[src/rtl/dma_cmd_pkg.sv]
package dma_cmd_pkg;
  localparam int unsigned NUM_CH_D   = 16;
  localparam int unsigned ADDR_W_D   = 8;
  localparam int unsigned DATA_W_D   = 8;
  localparam int unsigned CMD_W_D    = 7;  // bit CMD_W-1 = all-channels
  localparam logic [7:0]  OFF_SET_START = 8'h1E;
  localparam logic [7:0]  OFF_CLR_DONE  = 8'h1F;

  typedef enum logic [1:0] {
    CMD_NONE   = 2'd0,
    CMD_SINGLE = 2'd1,
    CMD_ALL    = 2'd2
  } cmd_kind_e;
endpackage

[src/rtl/dma_cmd_decode.sv]
module dma_cmd_decode
  import dma_cmd_pkg::*;
#(
  parameter int unsigned NUM_CH = NUM_CH_D,
  parameter int unsigned CMD_W  = CMD_W_D,
  localparam int unsigned CH_W  = $clog2(NUM_CH)
) (
  input  logic              valid_i,
  input  logic [CMD_W-1:0]  cmd_i,
  output logic [NUM_CH-1:0] sel_o
);
  cmd_kind_e kind;
  logic [CH_W-1:0] ch_idx;

  assign ch_idx = cmd_i[CH_W-1:0];

  always_comb begin
    if (!valid_i)                       kind = CMD_NONE;
    else if (cmd_i[CMD_W-1])            kind = CMD_ALL;
    else if (cmd_i[CMD_W-2:CH_W] == '0) kind = CMD_SINGLE;
    else                                kind = CMD_NONE;  // reserved range
  end

  for (genvar k = 0; k < NUM_CH; k++) begin : g_sel
    assign sel_o[k] = (kind == CMD_ALL) ||
                      ((kind == CMD_SINGLE) && (ch_idx == CH_W'(k)));
  end
endmodule

[src/rtl/dma_chan_bits.sv]
module dma_chan_bits
  import dma_cmd_pkg::*;
#(
  parameter int unsigned NUM_CH = NUM_CH_D
) (
  input  logic              clk_i,
  input  logic              rst_ni,
  input  logic [NUM_CH-1:0] sw_set_start_i,
  input  logic [NUM_CH-1:0] hw_clr_start_i,
  input  logic [NUM_CH-1:0] sw_clr_done_i,
  input  logic [NUM_CH-1:0] hw_set_done_i,
  output logic [NUM_CH-1:0] start_o,
  output logic [NUM_CH-1:0] done_o
);
  for (genvar k = 0; k < NUM_CH; k++) begin : g_ch
    logic start_q, done_q;
    always_ff @(posedge clk_i or negedge rst_ni) begin
      if (!rst_ni) begin
        start_q <= 1'b0;
        done_q  <= 1'b0;
      end else begin
        // software set beats engine clear; engine set beats software clear
        if (sw_set_start_i[k])      start_q <= 1'b1;
        else if (hw_clr_start_i[k]) start_q <= 1'b0;
        if (hw_set_done_i[k])       done_q  <= 1'b1;
        else if (sw_clr_done_i[k])  done_q  <= 1'b0;
      end
    end
    assign start_o[k] = start_q;
    assign done_o[k]  = done_q;
  end
endmodule

[src/rtl/dma_cmd_regs.sv]
module dma_cmd_regs
  import dma_cmd_pkg::*;
#(
  parameter int unsigned NUM_CH = NUM_CH_D,
  parameter int unsigned ADDR_W = ADDR_W_D,
  parameter int unsigned DATA_W = DATA_W_D,
  localparam int unsigned CMD_W = CMD_W_D
) (
  input  logic              clk_i,
  input  logic              rst_ni,
  input  logic [ADDR_W-1:0] addr_i,
  input  logic [DATA_W-1:0] wdata_i,
  input  logic              we_i,
  input  logic              re_i,
  output logic [DATA_W-1:0] rdata_o,
  input  logic [NUM_CH-1:0] start_clr_i,
  input  logic [NUM_CH-1:0] done_set_i,
  output logic [NUM_CH-1:0] start_o,
  output logic [NUM_CH-1:0] done_o
);
  logic hit_set, hit_clr;
  logic [NUM_CH-1:0] set_start_sel, clr_done_sel;
  logic unused_bits;

  assign hit_set = we_i && (addr_i == ADDR_W'(OFF_SET_START));
  assign hit_clr = we_i && (addr_i == ADDR_W'(OFF_CLR_DONE));

  dma_cmd_decode #(.NUM_CH(NUM_CH), .CMD_W(CMD_W)) u_dec_set (
    .valid_i (hit_set),
    .cmd_i   (wdata_i[CMD_W-1:0]),
    .sel_o   (set_start_sel)
  );

  dma_cmd_decode #(.NUM_CH(NUM_CH), .CMD_W(CMD_W)) u_dec_clr (
    .valid_i (hit_clr),
    .cmd_i   (wdata_i[CMD_W-1:0]),
    .sel_o   (clr_done_sel)
  );

  dma_chan_bits #(.NUM_CH(NUM_CH)) u_bits (
    .clk_i          (clk_i),
    .rst_ni         (rst_ni),
    .sw_set_start_i (set_start_sel),
    .hw_clr_start_i (start_clr_i),
    .sw_clr_done_i  (clr_done_sel),
    .hw_set_done_i  (done_set_i),
    .start_o        (start_o),
    .done_o         (done_o)
  );

  // command registers are write-only and hold no value
  assign rdata_o     = '0;
  assign unused_bits = ^{re_i, wdata_i[DATA_W-1:CMD_W]};
endmodule

[config.mk]
export PLATFORM = sky130hd
export DESIGN_NAME = dma_cmd_regs
export DESIGN_NICKNAME = d
export VERILOG_FILES = /design/src/rtl/dma_cmd_pkg.sv /design/src/rtl/dma_cmd_decode.sv /design/src/rtl/dma_chan_bits.sv /design/src/rtl/dma_cmd_regs.sv
export SDC_FILE = /design/constraint.sdc
export NUM_CORES = 1
export LEC_CHECK = 0
export ABC_AREA = 1
export CAP_MARGIN = 20
export CORE_MARGIN = 2
export CORE_UTILIZATION = 43
export DETAILED_ROUTE_END_ITERATION = 10
export GPL_ROUTABILITY_DRIVEN = 0
export PLACE_DENSITY_LB_ADDON = 0.25
export RECOVER_POWER = 25
export SLEW_MARGIN = 10
export SYNTH_ARGS = -nofsm -noshare
export SYNTH_HDL_FRONTEND = slang
export SYNTH_SLANG_ARGS = --single-unit
[constraint.sdc]
create_clock -name clk_i -period 0.8 [get_ports clk_i]
set_input_delay 0.12 -clock clk_i [delete_from_list [all_inputs] [get_ports clk_i]]
set_output_delay 0.12 -clock clk_i [all_outputs]
set_load 0.01 [all_outputs]
==> metrics, run 1 <==
Vias/cell roughly 4.4; Fin Hold WS roughly 0.35 ns; Tot GR Track Use 0.207; WP buf/inv 1; Post-synth top cells 124 x nand2_1, 73 x inv_1, 40 x buf_4; Cell Rows 25; Synth top area share 0.375; min-delay worst type in -> async; routed len/inst roughly 13 um; fin nets between 400 and 500; largest net degree at the start of global routing 33; status complete, but fails checks; count leader, synth nand2_1; Final ANT Viol Nets 0; Port Buffers 81; vias in the first global route around 2.0k; crit path max fanout 2; # diodes 0; Core Area ~4800 um2; initial antenna violation count 0; CTS tree yes; Final Power between 3 and 4 mW; IO Pins between 90 and 100; Die H about 74 um; Synth Warn # 0; Max stage delay on crit path roughly 0.4 ns; DR iter-0 viols 74; total CTS buffers 5; Max Root-Sink Buffers 2; maxcap violations 0; top_reg_cell synth dfrtp_1; Critical Path RT 0.68 ns; Distinct cells, synth 18; drc violations 0; Final Max Tran Viols 0; Layout fillers between 300 and 400; Pre-antenna DRT Iters 4; CTS Sinks 32; via count around 2.1k; Crit-path slowest cell dfrtp_1; Final Hold Viols 0; Async SR Flop Fraction 1.00; RSZ-0062 raised after global routing yes; crit path time final approximately 0.95 ns; clk slew on worst S/H paths approximately 0.07 ns; number of synthesized register bits 32; Post-synth EDFFs 0; P_leak around 2.0 nW; critical-path cell list buf_2; period utilization 1.19; leading area contributor after synthesis dfrtp_1; synth top area cells dfrtp_1 38%, nand2_1 22%, buf_4 14%; area delta synth->final 65.1%; die extent in x roughly 74 um; Root Buffer Master clkbuf_8; setup violators final between 60 and 70; CP delay by family, top flip-flops; H-tree depth 2; Critical Path End Type output port; FMAX roughly 1000 MHz; Starting Density 0.449; layout cells sized above 1 0.510; area of placed instances 2990 um2; total gr overflow 0; clock latency on the worst-skew pair approximately 0.28 ns; syn avg cell area ~6.6 um2; final worst slack -0.155 ns; Die ar. about 5500 um2; mapped cell area approximately 2100 um2; Startpoint Class flip-flop; hpwl dp 3700 um; Total Routed Length around 6100 um; register area share after synthesis 0.375; Post-Route Skew 0 ns; cell count after synthesis roughly 320; violated checks negative setup slack; Hold Buf Count CTS 0; global-route wire length before repair about 8800 um; CP arrival ~0.83 ns; PwrDens approximately 1100 nW/um2; peak supply drop ~800 uV; design area between 3000 and 4000 um2; critical path class reg -> out
-- stage by stage --
stage	cells	util	setup TNS [ns]	worst slack [ns]
5_1_grt	485	0.741	-8.70	-0.182
6_report	485	0.741	-6.37	-0.155
2_1_floorplan	329	-	-4.51	-0.200
4_1_cts	474	0.684	-5.73	-0.159
3_3_place_gp	455	0.628	-29.93	-0.776
3_5_place_dp	455	0.628	-31.14	-0.815
-- power breakdown --
part	switching [mW]	internal (mW)	total, mW
clock network	0.614	1.10	1.71
logic	0.292	0.306	0.598
registers	0.00152	1.62	1.62
total	0.908	3.03	3.93
-- routing by layer --
layer / GRT usage / wire [um] / vias to the layer above
met3: 0.0379 / 307 / 7
met5: 0 / 0 / -
li1: - / - / 1075
met4: 0.0714 / 65 / 0
met1: 0.244 / 2430 / 984
met2: 0.377 / 3300 / 70
-- final timing paths --
kind                                                           from                                  end  slack (ns)  cells after the start
min in group clk_i                                   done_set_i[11]   u_bits.g_ch[11].done_q$_DFFE_PN0P_        0.35                      3
worst min register to register    u_bits.g_ch[0].done_q$_DFFE_PN0P_    u_bits.g_ch[0].done_q$_DFFE_PN0P_        0.57                      4
max in group asynchronous                                    rst_ni   u_bits.g_ch[12].done_q$_DFFE_PN0P_        0.12                      2
worst min-delay path                                         rst_ni   u_bits.g_ch[5].start_q$_DFFE_PN0P_        0.35                      2
worst max-delay path              u_bits.g_ch[9].done_q$_DFFE_PN0P_                            done_o[9]       -0.15                      1
worst max register to register  u_bits.g_ch[13].start_q$_DFFE_PN0P_  u_bits.g_ch[13].start_q$_DFFE_PN0P_       -0.09                      5
-- layout make-up --
type | count | area [um2] | area share
inverter | 76 | 289 | 0.0820
clock buffer | 7 | 96.3 | 0.0273
sequential | 32 | 801 | 0.227
clock inverter | 1 | 30.0 | 0.00852
multi-input combinational | 175 | 1110 | 0.315
tap | 67 | 83.8 | 0.0238
timing repair buffer | 127 | 1110 | 0.316
-- cell usage in the layout, fill, tap and decap left out, types with 2 or more instances in the layout --
| cell | instances |
|---|---|
| clkbuf_2 | 2 |
| clkdlybuf4s50_1 | 32 |
| nand2_1 | 64 |
| inv_2 | 28 |
| buf_12 | 4 |
| nand2_2 | 38 |
| dfrtp_1 | 32 |
| buf_4 | 34 |
| clkbuf_8 | 7 |
| buf_16 | 2 |
| buf_8 | 2 |
| nand2_4 | 22 |
| dlygate4sd2_1 | 3 |
| conb_1 | 8 |
| nand4_1 | 17 |
| buf_6 | 10 |
| inv_1 | 46 |
| nor2_4 | 10 |
| nor2_2 | 11 |
| buf_2 | 34 |
-- state kept, by name, indices dropped and copies added (netlist names) --
name	count
u_bits.g_ch.start_q	16
u_bits.g_ch.done_q	16
-- kinds of logic after synthesis --
group	after synthesis	share of synthesized area
flops	32	0.375
other cells	1	0.00176
buf+inv	122	0.291
simple gates	167	0.332
-- timing repair --
action                     in CTS  in global routing
setup endpoints to repair      64                 64
gates resized for setup       257                 74
cloned                          3                  1
pin swaps                      34                 32
buffers inserted                8                 10
Power figures use the tool's default switching activity.
==> run 2, diff against run 1 <==
--- a/config.mk
+++ b/config.mk
@@ -11,6 +11,7 @@
 export CORE_UTILIZATION = 43
 export DETAILED_ROUTE_END_ITERATION = 10
 export GPL_ROUTABILITY_DRIVEN = 0
+export MAX_ROUTING_LAYER = met4
 export PLACE_DENSITY_LB_ADDON = 0.25
 export RECOVER_POWER = 25
 export SLEW_MARGIN = 10
==> run 2 against run 1 <==
The flow still finishes with violations (negative setup slack). Register-to-register slack barely moved. Utilization unchanged. Largest cell class unchanged. Worst setup slack gained 0.0042 ns. Hold slack got worse by 0.0025 ns. Maximum frequency up 0.45%. Non-clock buffer count unchanged. Clock power about the same. Design area stayed put. Via count increased by 0.28%. Count of clock-buffer cells in the layout did not move. Largest power group unchanged. Wire length down 0.26%. Die area unchanged.
==> metrics, run 2 (synthesized netlist as in run 1, its figures left out) <==
placed cells 455 (unchanged); Starting Density 0.449 (unchanged); CTS Sinks 32 (unchanged); initial antenna violation count 0 (unchanged); drc violations 0 (unchanged); total CTS buffers 5 (unchanged); Post-Route Skew 0 ns (unchanged); CTS tree yes; largest net degree at the start of global routing 33 (unchanged); FMAX 1050 MHz (+0.45%); Final Hold Viols 0 (unchanged); min-delay worst type in -> async; # diodes 0 (unchanged); Startpoint Class flip-flop; vias in the first global route 1982 (+0.15%); global-route wire length before repair 8820 um (-0.16%); clk slew on worst S/H paths 0.07 ns (about the same); Pre-antenna DRT Iters 4 (unchanged); total gr overflow 0 (unchanged); setup violators final 64 (unchanged); via count 2142 (+0.28%); crit path max fanout 2 (unchanged); design area 3520 um2 (unchanged); period utilization 1.19 (-0.00530); hpwl dp 3700 um (unchanged); maxcap violations 0 (unchanged); Max Root-Sink Buffers 2 (unchanged); setup slack at placement -0.815 ns (unchanged); commonest non-fill, non-tap cells in the layout 64 x nand2_1, 46 x inv_1, 38 x nand2_2; layout cells sized above 1 0.510 (unchanged); area delta synth->final 65.1% (unchanged); largest registers u_bits.g_ch.done_q: 16 flops, u_bits.g_ch.start_q: 16 flops; Port Buffers 81 (unchanged); crit path time final 0.950 ns (-0.00424 ns); Total Routed Length 6090 um (-0.26%); Fin Hold WS 0.349 ns (-0.00252 ns); fin nets 469 (unchanged); routed len/inst 12.5 um (-0.26%); Critical Path End Type output port; Root Buffer Master clkbuf_8; critical path class reg -> out; violated checks negative setup slack; Final Max Tran Viols 0 (unchanged); Finished Layout Cells 485 (unchanged); status complete, but fails checks; Die ar. 5540 um2 (unchanged); Final ANT Viol Nets 0 (unchanged); Tot GR Track Use 0.213 (+0.00623); Vias/cell 4.42 (+0.28%); Layout fillers 357 (unchanged); Critical Path RT 0.68 ns (about the same); Cell Rows 25 (unchanged); Crit-path slowest cell dfrtp_1; WP buf/inv 1 (unchanged); P_leak 1.95 nW (unchanged); Core Area 4750 um2 (unchanged); PwrDens 1120 nW/um2 (about the same); peak supply drop 785 uV (+0.18%); Die H 74.5 um (unchanged); commonest non-fill, non-tap cell in the layout nand2_1; critical-path cell list buf_2; IO Pins 92 (unchanged); DR iter-0 viols 67 (-9.5%); die extent in x 74.5 um (unchanged); final worst slack -0.150 ns (+0.00424 ns); CP arrival 0.83 ns (about the same); RSZ-0062 raised after global routing yes; CP delay by family, top flip-flops; Max stage delay on crit path 0.40 ns (about the same); area of placed instances 2990 um2 (unchanged); clock latency on the worst-skew pair 0.28 ns (about the same); H-tree depth 2 (unchanged)
run 2: where the power goes:
group	switching [mW]	leakage (nW)	total, mW	internal, mW
registers	0.00152	0.364	1.62	1.62
logic	0.292	1.53	0.598	0.306
clock network	0.616	0.0645	1.71	1.10
total	0.909	1.95	3.93	3.03
run 2: timing repair:
| item | CTS | global route |
|---|---|---|
| cloned | 3 | 1 |
| hold buffers | 0 | 0 |
| gates resized for setup | 257 | 74 |
| buffers inserted | 8 | 10 |
| pin swaps | 34 | 32 |
| setup endpoints to repair | 64 | 64 |
run 2: area by class of cell:
type / instances / area [um2] / share of cell area
Timing Repair Buffer: 127 / 1110 / 0.316
Multi-Input combinational cell: 175 / 1110 / 0.315
Tap cell: 67 / 83.8 / 0.0238
Inverter: 76 / 289 / 0.0820
Sequential cell: 32 / 801 / 0.227
Clock buffer: 7 / 96.3 / 0.0273
Clock inverter: 1 / 30.0 / 0.00852
run 2: per-stage QoR:
step                      TNS (ns)  utilization  power, mW
after floorplan              -4.51            -       1.83
after global placement      -29.93        0.628       2.16
after detailed placement    -31.14        0.628       2.17
after CTS                    -5.73        0.684       3.90
after global routing         -8.70        0.741       4.09
final                        -6.45        0.741       3.93
run 2: final timing paths:
path                                                           from                             endpoint  slack [ns]  cells after the start
worst max-delay path              u_bits.g_ch[9].done_q$_DFFE_PN0P_                            done_o[9]       -0.15                      1
min in group clk_i                                   done_set_i[11]   u_bits.g_ch[11].done_q$_DFFE_PN0P_        0.35                      3
worst max register to register  u_bits.g_ch[13].start_q$_DFFE_PN0P_  u_bits.g_ch[13].start_q$_DFFE_PN0P_       -0.09                      5
worst min register to register    u_bits.g_ch[0].done_q$_DFFE_PN0P_    u_bits.g_ch[0].done_q$_DFFE_PN0P_        0.57                      4
worst min-delay path                                         rst_ni   u_bits.g_ch[5].start_q$_DFFE_PN0P_        0.35                      2
max in group asynchronous                                    rst_ni   u_bits.g_ch[12].done_q$_DFFE_PN0P_        0.12                      2
run 2: layer usage:
layer	GRT usage	wire, um	part of all wire
met1	0.243	2420	0.40
met2	0.377	3290	0.54
met3	0.0379	311	0.051
met4	0.0714	66	0.011
met5	-	0	0
==> run 3, diff against run 2 <==
--- a/config.mk
+++ b/config.mk
@@ -7,6 +7,7 @@
 export LEC_CHECK = 0
 export ABC_AREA = 1
 export CAP_MARGIN = 20
+export CORE_ASPECT_RATIO = 0.5
 export CORE_MARGIN = 2
 export CORE_UTILIZATION = 43
 export DETAILED_ROUTE_END_ITERATION = 10
==> run 3 against run 2 <==
The run still ends with negative setup slack left. Clock power fell by 23%. Critical path depth did not move. Die area rose by 0.62%. Count of clock-buffer cells in the layout rose by 1. Total power fell by 8.8%. Via count rose by 1.7%. Global-route usage rose by 2.5 points. Worst setup slack got worse by 0.010 ns. Utilization fell by 0.80 points. Design area rose by 0.75%. First-iteration DRC count rose by 73%. Combinational power rose by 7.9%. Critical endpoint is now done_o[1]. Highest routed layer unchanged.
==> metrics, run 3 (synthesized netlist as in run 1, its figures left out) <==
status complete, but fails checks; violated checks negative setup slack; layout cells sized above 1 0.514 (+0.00478); Net Sw Frac 0.262 (+0.0311); Vias/cell 4.46 (+1.1%); Starting Density 0.441 (-0.00812); total CTS buffers 5 (unchanged); CTS Sinks 32 (unchanged); CP arrival 0.84 ns (about the same); die extent in x 104 um (+39%); placed cells 461 (+1.3%); min-delay worst type in -> async; critical path class reg -> out; CP delay by family, top flip-flops; Total Routed Length 6600 um (+8.5%); Hold Buf Count CTS 0 (unchanged); global-route wire length before repair 9760 um (+11%); FMAX 1040 MHz (-1.0%); maxcap violations 0 (unchanged); Port Buffers 81 (unchanged); crit path time final 0.961 ns (+0.0100 ns); IO Pins 92 (unchanged); drc violations 0 (unchanged); Tot GR Track Use 0.238 (+0.0249); area of placed instances 3030 um2 (+1.3%); peak supply drop 569 uV (-27%); total gr overflow 0 (unchanged); Final Power 3.59 mW (-8.8%); Crit-path slowest cell dfrtp_1; Core Area 4840 um2 (+1.8%); WP buf/inv 1 (unchanged); Sw Pwr 0.940 mW (+3.4%); Root Buffer Master clkbuf_8; hpwl dp 3910 um (+5.8%); H-tree depth 2 (unchanged); largest registers u_bits.g_ch.done_q: 16 flops, u_bits.g_ch.start_q: 16 flops; PwrDens 1010 nW/um2 (-9.5%); Fin Hold WS 0.335 ns (-0.0142 ns); critical-path cell list buf_2; Max stage delay on crit path 0.40 ns (about the same); r2r setup slk -0.08 ns (about the same); final worst slack -0.161 ns (-0.0100 ns); # diodes 0 (unchanged); setup TNS -6.53 ns (-0.0885 ns); Post-Route Skew 0 ns (unchanged); setup violators final 64 (unchanged); reg2reg end u_bits.g_ch[13].start_q$_DFFE_PN0P_; crit path max fanout 2 (unchanged); part of the power in registers 0.452 (+0.040); routed len/inst 13.5 um (+7.8%); Cell Rows 18 (-28%); design area 3550 um2 (+0.75%); clock latency on the worst-skew pair 0.29 ns (about the same); P_leak 1.96 nW (+0.15%); Clk pwr share 0.368 (-0.068); Die ar. 5580 um2 (+0.62%); vias in the first global route 2069 (+4.4%); P_int 2.65 mW (-13%); DR iter-0 viols 116 (+73%); commonest non-fill, non-tap cell in the layout nand2_1; CTS tree yes; Final Hold Viols 0 (unchanged); Finished Layout Cells 488 (+0.62%); R2R depth 5 (unchanged); Critical Path RT 0.68 ns (about the same); via count 2178 (+1.7%); clk slew on worst S/H paths 0.07 ns (about the same); Final Max Tran Viols 0 (unchanged); commonest non-fill, non-tap cells in the layout 62 x nand2_1, 47 x inv_1, 36 x nand2_2; Startpoint Class flip-flop; largest net degree at the start of global routing 33 (unchanged); Final ANT Viol Nets 0 (unchanged); Critical Path End Type output port; Max Root-Sink Buffers 2 (unchanged); fin nets 469 (unchanged); Reg2Reg Launch Point u_bits.g_ch[13].start_q$_DFFE_PN0P_; Die H 53.8 um (-28%); Gate power share 0.180 (+0.028); area delta synth->final 66.3%; period utilization 1.20 (+0.0125); initial antenna violation count 0 (unchanged); Pre-antenna DRT Iters 4 (unchanged); RSZ-0062 raised after global routing yes
==> run 3: worst max-delay path by stage <==
stage / start / slack (ns) / end / cells after the start
finish: u_bits.g_ch[1].done_q$_DFFE_PN0P_ / -0.16 / done_o[1] / 1
detailed placement: addr_i[3] / -0.82 / u_bits.g_ch[13].start_q$_DFFE_PN0P_ / 10
floorplan: addr_i[3] / -0.20 / u_bits.g_ch[14].start_q$_DFFE_PN0P_ / 9
CTS: u_bits.g_ch[12].done_q$_DFFE_PN0P_ / -0.16 / done_o[12] / 1
global placement: addr_i[3] / -0.78 / u_bits.g_ch[13].start_q$_DFFE_PN0P_ / 10
global route: u_bits.g_ch[11].done_q$_DFFE_PN0P_ / -0.18 / done_o[11] / 1
==> run 3: metal layers <==
layer,vias up,part of all wire,track usage
li1,1075,-,-
met1,994,0.41,0.274
met2,92,0.49,0.407
met3,17,0.070,0.0605
met4,0,0.026,0.117
met5,-,0,-
==> run 3: per-stage QoR <==
| stage | worst slack, ns | util |
|---|---|---|
| 2_1_floorplan | -0.200 | - |
| 3_3_place_gp | -0.780 | 0.625 |
| 3_5_place_dp | -0.822 | 0.625 |
| 4_1_cts | -0.158 | 0.686 |
| 5_1_grt | -0.183 | 0.733 |
| 6_report | -0.161 | 0.733 |
==> run 3: power by group through the flow <==
stage                     clock network (mW)  registers [mW]  logic, mW
after floorplan                            0            1.65      0.180
final                                   1.32            1.62      0.645
after global routing                    1.42            1.62      0.694
after detailed placement                   0            1.65      0.535
after global placement                     0            1.65      0.524
after CTS                               1.34            1.62      0.604
==> run 3: what timing repair did <==
item	in CTS	in global routing
gates resized for setup	264	90
setup endpoints to repair	64	64
pin swaps	48	42
setup buffers	13	6
cloned	3	1
==> run 3: final cells by class <==
cell class | count | area (um2)
Clock buffer | 8 | 90.1
Fill cell | 344 | 1290
Inverter | 76 | 289
Multi-Input combinational cell | 175 | 1160
Sequential cell | 32 | 801
Tap cell | 70 | 87.6
Timing Repair Buffer | 127 | 1120
